==> src/rtl/pkt_ep_pkg.sv <==
package pkt_ep_pkg;
  localparam int WORD_W = 16;

  typedef enum logic [2:0] {
    REG_CTRL    = 3'd0,
    REG_STATUS  = 3'd1,
    REG_TXDATA  = 3'd2,
    REG_RXDATA  = 3'd3,
    REG_DEVADDR = 3'd4,
    REG_IRQ     = 3'd5
  } regSel_e;

  // Bit positions decoded by software
  localparam int ST_TX_BUILD = 0;
  localparam int ST_TX_BUSY  = 1;
  localparam int ST_TX_FULL  = 2;
  localparam int ST_TX_ERR   = 3;
  localparam int ST_LEN_ERR  = 8;
  localparam int ST_DROPPED  = 11;
  localparam int ST_RX_LAST  = 12;
  localparam int ST_RX_FIRST = 13;
  localparam int ST_RX_AVAIL = 15;
  localparam int CT_RX_EN    = 12;
  localparam int CT_FLUSH    = 15;
  localparam int IQ_TX_FREE  = 5;
  localparam int IQ_TX_DONE  = 6;
  localparam int IQ_RX_NEW   = 7;
  localparam int IQ_RX_AVAIL = 8;

  typedef struct packed {
    logic txPush;
    logic txPop;
    logic rxPush;
    logic rxPop;
    logic firstWord;
    logic lastWord;
  } epStrobe_t;
endpackage

==> src/rtl/pkt_ep_fifo.sv <==
module pkt_ep_fifo #(
  parameter int W     = 16,
  parameter int DEPTH = 128,
  parameter int AW    = $clog2(DEPTH)
) (
  input  logic          clk,
  input  logic          rstN,
  input  logic          push,
  input  logic          pop,
  input  logic [W-1:0]  din,
  output logic [W-1:0]  dout,
  output logic [AW:0]   count,
  output logic          empty
);
  localparam logic [AW:0] FULL_V = DEPTH[AW:0];

  logic [W-1:0]  mem [DEPTH];
  logic [AW-1:0] wrPtr, rdPtr;

  assign dout  = mem[rdPtr];
  assign empty = (count == '0);

  always_ff @(posedge clk) begin
    if (push) mem[wrPtr] <= din;
  end

  always_ff @(posedge clk or negedge rstN) begin
    if (!rstN) begin
      wrPtr <= '0;
      rdPtr <= '0;
      count <= '0;
    end else begin
      if (push) wrPtr <= wrPtr + 1'b1;
      if (pop)  rdPtr <= rdPtr + 1'b1;
      case ({push, pop})
        2'b10:   count <= count + 1'b1;
        2'b01:   count <= count - 1'b1;
        default: count <= count;
      endcase
    end
  end

  assert_no_overflow_R2: assert property (@(posedge clk) disable iff (!rstN)
    push |-> (count != FULL_V) || pop);
  assert_no_underflow_R3: assert property (@(posedge clk) disable iff (!rstN)
    pop |-> !empty);
endmodule

==> src/rtl/pkt_ep_datapath.sv <==
module pkt_ep_datapath
  import pkt_ep_pkg::*;
#(
  parameter int DEPTH = 128,
  parameter int AW    = $clog2(DEPTH)
) (
  input  logic              clk,
  input  logic              rstN,
  input  epStrobe_t         strobe,
  input  logic [WORD_W-1:0] wrData,
  output logic [AW:0]       txCount,
  output logic              txEmpty,
  output logic [AW:0]       rxCount,
  output logic              rxEmpty,
  output logic [WORD_W-1:0] rxHead,
  output logic              headFirst,
  output logic              headLast,
  output logic              lenErrEvt
);
  logic [WORD_W-1:0] txWord;
  logic [WORD_W+1:0] rxDout;
  logic [AW:0]       wordIdx;
  logic [WORD_W-1:0] lenField, curLen;
  logic [WORD_W:0]   lenPlus, expectWords, gotWords;

  pkt_ep_fifo #(.W(WORD_W), .DEPTH(DEPTH)) uTxFifo (
    .clk(clk), .rstN(rstN), .push(strobe.txPush), .pop(strobe.txPop),
    .din(wrData), .dout(txWord), .count(txCount), .empty(txEmpty));

  pkt_ep_fifo #(.W(WORD_W + 2), .DEPTH(DEPTH)) uRxFifo (
    .clk(clk), .rstN(rstN), .push(strobe.rxPush), .pop(strobe.rxPop),
    .din({strobe.firstWord, strobe.lastWord, txWord}),
    .dout(rxDout), .count(rxCount), .empty(rxEmpty));

  assign rxHead    = rxDout[WORD_W-1:0];
  assign headLast  = rxDout[WORD_W];
  assign headFirst = rxDout[WORD_W+1];

  // Length check on the stream leaving the transmit buffer
  assign curLen      = (wordIdx == (AW+1)'(3)) ? txWord : lenField;
  assign lenPlus     = {1'b0, curLen} + 17'd1;
  assign expectWords = 17'd4 + {1'b0, lenPlus[WORD_W:1]};
  assign gotWords    = 17'(wordIdx) + 17'd1;
  assign lenErrEvt   = strobe.rxPush && strobe.lastWord &&
                       ((wordIdx < (AW+1)'(3)) || (gotWords != expectWords));

  always_ff @(posedge clk or negedge rstN) begin
    if (!rstN) begin
      wordIdx  <= '0;
      lenField <= '0;
    end else if (strobe.txPop) begin
      wordIdx <= strobe.lastWord ? '0 : wordIdx + 1'b1;
      if (wordIdx == (AW+1)'(3)) lenField <= txWord;
    end
  end

  assert_first_at_index0_R3: assert property (@(posedge clk) disable iff (!rstN)
    (strobe.txPop && strobe.firstWord) |-> (wordIdx == '0));
endmodule

==> src/rtl/pkt_ep_ctrl.sv <==
module pkt_ep_ctrl
  import pkt_ep_pkg::*;
#(
  parameter int DEPTH = 128,
  parameter int AW    = $clog2(DEPTH)
) (
  input  logic              clk,
  input  logic              rstN,
  input  logic              wrEn,
  input  logic              rdEn,
  input  logic [2:0]        addr,
  input  logic [WORD_W-1:0] wrData,
  input  logic [AW:0]       txCount,
  input  logic              txEmpty,
  input  logic [AW:0]       rxCount,
  input  logic              rxEmpty,
  input  logic [WORD_W-1:0] rxHead,
  input  logic              headFirst,
  input  logic              headLast,
  input  logic              lenErrEvt,
  output epStrobe_t         strobe,
  output logic [WORD_W-1:0] rdData,
  output logic [WORD_W-1:0] irqVec
);
  localparam logic [AW:0] DEPTH_V = DEPTH[AW:0];

  logic              rxEnable, txActive, firstPend, acceptPkt;
  logic [AW:0]       txRemain, rxRoom;
  logic [WORD_W-1:0] devAddr, statusWord;
  logic              txErrFlag, lenErrFlag, dropFlag;
  logic              wrCtrl, wrStatus, wrTx, flushReq, startTx, acceptNow;
  logic              txFull, txErrSet, dropSet;

  assign wrCtrl    = wrEn && (addr == REG_CTRL);
  assign wrStatus  = wrEn && (addr == REG_STATUS);
  assign wrTx      = wrEn && (addr == REG_TXDATA);
  assign flushReq  = wrCtrl && wrData[CT_FLUSH];
  assign txFull    = (txCount == DEPTH_V);
  assign startTx   = flushReq && !txActive && !txEmpty;
  assign rxRoom    = DEPTH_V - rxCount;
  assign acceptNow = wrData[CT_RX_EN] && (rxRoom >= txCount);
  assign txErrSet  = (flushReq && !startTx) || (wrTx && (txFull || txActive));
  assign dropSet   = startTx && !acceptNow;

  always_comb begin
    strobe.txPush    = wrTx && !txFull && !txActive;
    strobe.txPop     = txActive;
    strobe.rxPush    = txActive && acceptPkt;
    strobe.rxPop     = rdEn && (addr == REG_RXDATA) && !rxEmpty;
    strobe.firstWord = txActive && firstPend;
    strobe.lastWord  = txActive && (txRemain == (AW+1)'(1));
  end

  always_ff @(posedge clk or negedge rstN) begin
    if (!rstN) begin
      txActive  <= 1'b0;
      txRemain  <= '0;
      firstPend <= 1'b0;
      acceptPkt <= 1'b0;
    end else if (startTx) begin
      txActive  <= 1'b1;
      txRemain  <= txCount;
      firstPend <= 1'b1;
      acceptPkt <= acceptNow;
    end else if (txActive) begin
      firstPend <= 1'b0;
      txRemain  <= txRemain - 1'b1;
      if (txRemain == (AW+1)'(1)) txActive <= 1'b0;
    end
  end

  always_ff @(posedge clk or negedge rstN) begin
    if (!rstN) begin
      rxEnable   <= 1'b0;
      devAddr    <= '0;
      txErrFlag  <= 1'b0;
      lenErrFlag <= 1'b0;
      dropFlag   <= 1'b0;
    end else begin
      if (wrCtrl) rxEnable <= wrData[CT_RX_EN];
      if (wrEn && (addr == REG_DEVADDR)) devAddr <= wrData;
      txErrFlag  <= txErrSet  | (txErrFlag  & ~(wrStatus & wrData[ST_TX_ERR]));
      lenErrFlag <= lenErrEvt | (lenErrFlag & ~(wrStatus & wrData[ST_LEN_ERR]));
      dropFlag   <= dropSet   | (dropFlag   & ~(wrStatus & wrData[ST_DROPPED]));
    end
  end

  always_comb begin
    statusWord              = '0;
    statusWord[ST_TX_BUILD] = !txEmpty && !txActive;
    statusWord[ST_TX_BUSY]  = txActive;
    statusWord[ST_TX_FULL]  = txFull;
    statusWord[ST_TX_ERR]   = txErrFlag;
    statusWord[ST_LEN_ERR]  = lenErrFlag;
    statusWord[ST_DROPPED]  = dropFlag;
    statusWord[ST_RX_LAST]  = !rxEmpty && headLast;
    statusWord[ST_RX_FIRST] = !rxEmpty && headFirst;
    statusWord[ST_RX_AVAIL] = !rxEmpty;
    irqVec                  = '0;
    irqVec[IQ_TX_FREE]      = !txActive && txEmpty;
    irqVec[IQ_TX_DONE]      = strobe.lastWord;
    irqVec[IQ_RX_NEW]       = strobe.lastWord && acceptPkt;
    irqVec[IQ_RX_AVAIL]     = !rxEmpty;
    case (addr)
      REG_CTRL:    rdData = WORD_W'(rxEnable) << CT_RX_EN;
      REG_STATUS:  rdData = statusWord;
      REG_RXDATA:  rdData = rxEmpty ? '0 : rxHead;
      REG_DEVADDR: rdData = devAddr;
      REG_IRQ:     rdData = irqVec;
      default:     rdData = '0;
    endcase
  end

  assert_start_on_flush_R2: assert property (@(posedge clk) disable iff (!rstN)
    $rose(txActive) |-> $past(flushReq));
  assert_w1c_dropped_R7: assert property (@(posedge clk) disable iff (!rstN)
    (wrStatus && wrData[ST_DROPPED] && !dropSet) |=> !dropFlag);
  assert_push_counts_R9: assert property (@(posedge clk) disable iff (!rstN)
    strobe.txPush |=> !txEmpty);
endmodule

==> src/rtl/pkt_endpoint.sv <==
module pkt_endpoint
  import pkt_ep_pkg::*;
#(
  parameter int DEPTH = 128
) (
  input  logic        clk,
  input  logic        rstN,
  input  logic        wrEn,
  input  logic        rdEn,
  input  logic [2:0]  addr,
  input  logic [15:0] wrData,
  output logic [15:0] rdData,
  output logic [15:0] irqVec
);
  localparam int AW = $clog2(DEPTH);

  epStrobe_t         strobe;
  logic [AW:0]       txCount, rxCount;
  logic              txEmpty, rxEmpty, headFirst, headLast, lenErrEvt;
  logic [WORD_W-1:0] rxHead;

  pkt_ep_ctrl #(.DEPTH(DEPTH)) uCtrl (
    .clk(clk), .rstN(rstN), .wrEn(wrEn), .rdEn(rdEn), .addr(addr),
    .wrData(wrData), .txCount(txCount), .txEmpty(txEmpty),
    .rxCount(rxCount), .rxEmpty(rxEmpty), .rxHead(rxHead),
    .headFirst(headFirst), .headLast(headLast), .lenErrEvt(lenErrEvt),
    .strobe(strobe), .rdData(rdData), .irqVec(irqVec));

  pkt_ep_datapath #(.DEPTH(DEPTH)) uData (
    .clk(clk), .rstN(rstN), .strobe(strobe), .wrData(wrData),
    .txCount(txCount), .txEmpty(txEmpty), .rxCount(rxCount),
    .rxEmpty(rxEmpty), .rxHead(rxHead), .headFirst(headFirst),
    .headLast(headLast), .lenErrEvt(lenErrEvt));
endmodule

==> config.mk <==
export PLATFORM = sky130hd
export DESIGN_NAME = pkt_endpoint
export DESIGN_NICKNAME = d
export VERILOG_FILES = /design/src/rtl/pkt_ep_pkg.sv /design/src/rtl/pkt_ep_fifo.sv /design/src/rtl/pkt_ep_datapath.sv /design/src/rtl/pkt_ep_ctrl.sv /design/src/rtl/pkt_endpoint.sv
export SDC_FILE = /design/constraint.sdc
export NUM_CORES = 2
export LEC_CHECK = 0
export ABC_AREA = 1
export BUFFER_PORTS_ARGS = -buffer_cell sky130_fd_sc_hd__buf_2
export CAP_MARGIN = 20
export CORE_ASPECT_RATIO = 0.7
export CORE_MARGIN = 2
export CORE_UTILIZATION = 57
export CTS_BUF_LIST = sky130_fd_sc_hd__clkbuf_4 sky130_fd_sc_hd__clkbuf_8
export DETAILED_ROUTE_END_ITERATION = 8
export HOLD_SLACK_MARGIN = 0.1
export MAX_ROUTING_LAYER = met4
export PLACE_DENSITY = 0.73
export SYNTH_ARGS = -nofsm -noshare
export SYNTH_HDL_FRONTEND = slang
export SYNTH_MEMORY_MAX_BITS = 65536
export SYNTH_SLANG_ARGS = --single-unit
export TNS_END_PERCENT = 50
==> constraint.sdc <==
create_clock -name clk -period 13.1 [get_ports clk]
set_input_delay 3.93 -clock clk [delete_from_list [all_inputs] [get_ports clk]]
set_output_delay 3.93 -clock clk [all_outputs]
set_load 0.005 [all_outputs]
==> results.py <==
metrics = {
    "status": {
        "status": "finished clean",
    },
    "power_and_ir_drop": {
        "power_density_nw_per_um2": 239,
        "p_int_mw": 28.0,
        "clockPowerShare": 0.231,
        "combPwrFrac": 0.364,
        "swShare": 0.407,
        "switchingPower_mw": 19.2,
        "power_frac_seq": 0.406,
        "cellLeakagePower_nw": 67.1,
        "vdd_ir_drop_max_v": 0.000463,
    },
    "synth": {
        "synth_fa_ha_area_frac": 0.00237,
        "synthFlopType": "edfxtp_1",
        "synth_top_family_by_area": "simple AND/OR/NAND/NOR gates",
        "synth_xor_area_frac": 0.00228,
        "synth_area_um2": 181000,
        "yosys_warnings": 0,
        "yosys.area_share.simple": 0.125,
        "ys_ff_latch": 4451,
        "synth_compound_area_frac": 0.0951,
        "yosysSeqAreaShare": 0.737,
        "postSynthCellCount": 14700,
        "avgSynthCellArea_um2": 12.3,
        "synth_edf_count": 4352,
        "yosysUniqueCellTypes": 54,
        "synthMuxAreaShare": 0.000685,
        "synthArstFlopShare": 0.0222,
    },
    "final_layout": {
        "fin_area_um2": 198000,
        "num-fill-cells": 23400,
        "drive_above_1_share": 0.107,
        "area_growth_pct": 9.37,
        "layout_common_cells": "edfxtp_1, nor2_1, nand2_1, o21ai_0, nand3_1",
        "finalNetCount": 14900,
        "layout_commonest_cell": "edfxtp_1",
    },
    "critical_path": {
        "path_max_fanout": 149,
        "crit_type": "reg -> out",
        "crit_required_ns": 9.17,
        "start_kind": "register",
        "worst_setup_path_end_kind": "output pin",
        "cp.arrival_ns": 6.12,
    },
    "routing": {
        "wire_per_inst_um": 26.1,
        "firstDrtPassIters": 7,
        "drc": 0,
        "wl_um": 510000,
        "vias_per_cell": 6.18,
        "postRouteAntennaNets": 0,
        "drt-initial-drc-count": 20900,
        "num_vias": 121000,
    },
    "timing": {
        "setup_viol": 0,
        "timing.clock.skew_ns": 0.103,
        "tns_ns": 0,
        "relSlewSlack": 0.222,
        "tightest_slew_ns": 1.17,
        "post-route-period-util": 0.767,
        "fmax_mhz": 99.5,
        "drv_slew": 0,
        "fin_crit_ns": 10.05,
        "rsz0062_at_grt": "no",
        "finalHoldViolCount": 0,
    },
    "clock_network": {
        "htree_levels": 6,
        "cts_hold_buf": 0,
        "cts_buffers": 653,
        "postCtsSetupRepairBufs": 0,
        "clk_latency_ns": 1.12,
        "cts-root-buf": "clkbuf_8",
        "cts_tree": "built",
        "ctsResizeCount": 0,
        "clock-sinks": 4451,
        "clock_path_buffers": 4,
        "path_clk_slew_ns": 0.07,
    },
    "grt": {
        "grt_usage": 0.320,
        "grt-ovfl-total": 0,
        "grt_max_degree": 276,
        "first_global_vias": 111000,
        "grt_pass1_wl_um": 738000,
        "antenna_found_initial": 32,
    },
    "floorplan": {
        "row_count": 172,
        "coreArea_um2": 315000,
        "die_y_um": 475,
        "io_pins": 55,
        "die_w_um": 677,
        "start_util": 0.574,
        "die-area_um2": 322000,
    },
    "place": {
        "portBuffers": 42,
        "dp_hpwl_um": 283000,
        "gp_congestion": 1.01,
        "placed_cell_area_um2": 185000,
    },
    "worst_hold_path": {
        "hp-class": "reg -> reg",
    },
    "job": {
        "cap_violations": 0,
    },
}
cells in the mapped netlist (3+ instances only):
| cell | count | area (um^2) |
|---|---|---|
| o21ai_0 | 1703 | 8520 |
| a21oi_1 | 205 | 1030 |
| a31oi_1 | 25 | 156 |
| buf_1 | 42 | 158 |
| nand2_2 | 16 | 100 |
| o21ai_1 | 242 | 1210 |
| dfrtp_1 | 99 | 2480 |
| inv_1 | 477 | 1790 |
| clkinv_1 | 6 | 22.5 |
| nor2_2 | 8 | 50.1 |
| clkbuf_1 | 548 | 2060 |
| nor3_1 | 17 | 85.1 |
| or2_2 | 9 | 56.3 |
| o21bai_1 | 4 | 30.0 |
| o211ai_1 | 167 | 1250 |
| nor2_1 | 2715 | 10200 |
| buf_4 | 149 | 1120 |
| nor4_1 | 4 | 25.0 |
| o22ai_1 | 402 | 2510 |
| nand2_1 | 2005 | 7530 |
| xor2_1 | 43 | 377 |
| buf_6 | 75 | 845 |
| inv_2 | 15 | 56.3 |
| mux2_2 | 11 | 124 |
| buf_2 | 144 | 721 |
| nand3b_1 | 3 | 22.5 |
| nor2_4 | 5 | 56.3 |
| edfxtp_1 | 4352 | 131000 |
| nand3_1 | 824 | 4120 |
| o21a_1 | 3 | 22.5 |
| ha_1 | 31 | 388 |
| nand4_1 | 48 | 300 |
| xnor2_1 | 4 | 35.0 |
| o221ai_1 | 255 | 2230 |
| a32o_1 | 8 | 80.1 |
| a221oi_1 | 5 | 43.8 |
flip-flops by register name (all words and copies together) (netlist names):
register,cells
uCtrl.devAddr,16
uData.uRxFifo.count,8
uData.uTxFifo.wrPtr,7
uCtrl.dropFlag,1
uData.uRxFifo.rdPtr,7
uCtrl.lenErrFlag,1
uCtrl.acceptPkt,1
uCtrl.txRemain,8
uCtrl.txActive,1
uData.uRxFifo.mem,2304
uCtrl.rxEnable,1
uData.uTxFifo.rdPtr,7
uData.lenField,16
uCtrl.txErrFlag,1
uData.uTxFifo.count,8
uCtrl.firstPend,1
uData.wordIdx,8
uData.uRxFifo.wrPtr,7
uData.uTxFifo.mem,2048
logic make-up after synthesis:
logic type                 after synthesis
and+or+nand+nor                       5661
AOI/OAI and AO/OA                     3030
buffers and inverters                 1459
DFF                                   4451
xor gates and xnor gates                47
other                                    1
muxes                                   11
adders and majority gates               33
cell type report:
| class | count | area, um^2 | share of cell area |
|---|---|---|---|
| Timing Repair Buffer | 455 | 3710 | 0.0188 |
| Clock inverter | 222 | 1350 | 0.00680 |
| Multi-Input combinational cell | 8794 | 41100 | 0.208 |
| Antenna cell | 29 | 72.6 | 0.000367 |
| Clock buffer | 911 | 11000 | 0.0559 |
| Inverter | 500 | 1990 | 0.0101 |
| Sequential cell | 4451 | 133000 | 0.674 |
| Tap cell | 4176 | 5230 | 0.0264 |
through the flow:
step / cells / hold WS, ns / setup slack, ns / utilization / total power, mW
6_report: 19500 / 0.485 / 3.05 / 0.628 / 47.2
5_1_grt: 19500 / 0.508 / 2.94 / 0.628 / 49.0
4_1_cts: 19500 / 0.485 / 3.18 / 0.628 / 46.6
3_5_place_dp: 18400 / 0.467 / 3.19 / 0.588 / 35.9
3_3_place_gp: 18400 / 0.469 / 3.11 / 0.588 / 35.6
2_1_floorplan: 14700 / 0.446 / 4.40 / - / 29.4
metal layers:
layer | vias up | share of wire | track usage
li1 | 53100 | - | -
met1 | 58400 | 0.40 | 0.465
met2 | 8238 | 0.41 | 0.421
met3 | 982 | 0.16 | 0.109
met4 | 0 | 0.034 | 0.105
met5 | - | 0 | -
final timing paths:
path / endpoint / start / slack, ns / cells after the start
setup / recovery: rdData[3] / uData.uRxFifo.rdPtr[0]$_DFFE_PN0P_ / 3.05 / 11
hold / removal: uCtrl.firstPend$_DFFE_PN0P_ / uCtrl.firstPend$_DFFE_PN0P_ / 0.48 / 2
setup reg to reg: uCtrl.lenErrFlag$_DFF_PN0_ / uData.uTxFifo.rdPtr[2]$_DFFE_PN0P_ / 5.87 / 32
hold reg to reg: uCtrl.firstPend$_DFFE_PN0P_ / uCtrl.firstPend$_DFFE_PN0P_ / 0.48 / 2
max in group asynchronous: uData.uRxFifo.rdPtr[0]$_DFFE_PN0P_ / rstN / 8.67 / 2
min in group asynchronous: uData.uTxFifo.rdPtr[5]$_DFFE_PN0P_ / rstN / 2.88 / 1
power by group through the flow:
stage / sequential, mW / clock [mW] / combinational, mW
after CTS: 19.1 / 11.0 / 16.5
final: 19.2 / 10.9 / 17.2
after detailed placement: 19.4 / 0 / 16.5
after global routing: 19.2 / 11.6 / 18.3
after global placement: 19.4 / 0 / 16.2
after floorplan: 19.5 / 0 / 9.87
critical path: stages, from the launching register on:
cell and delay, ns:
dfrtp_4 0.94, inv_8 0.49, buf_4 0.48, o21ai_0 0.28
o22ai_1 0.16, o211ai_1 0.50, nand4_1 0.66, nand3_1 0.36
nand3_1 0.11, nand3_1 0.10, nand3_1 0.55, buf_2 0.35
Note: power is estimated with default switching activity, not from simulation.
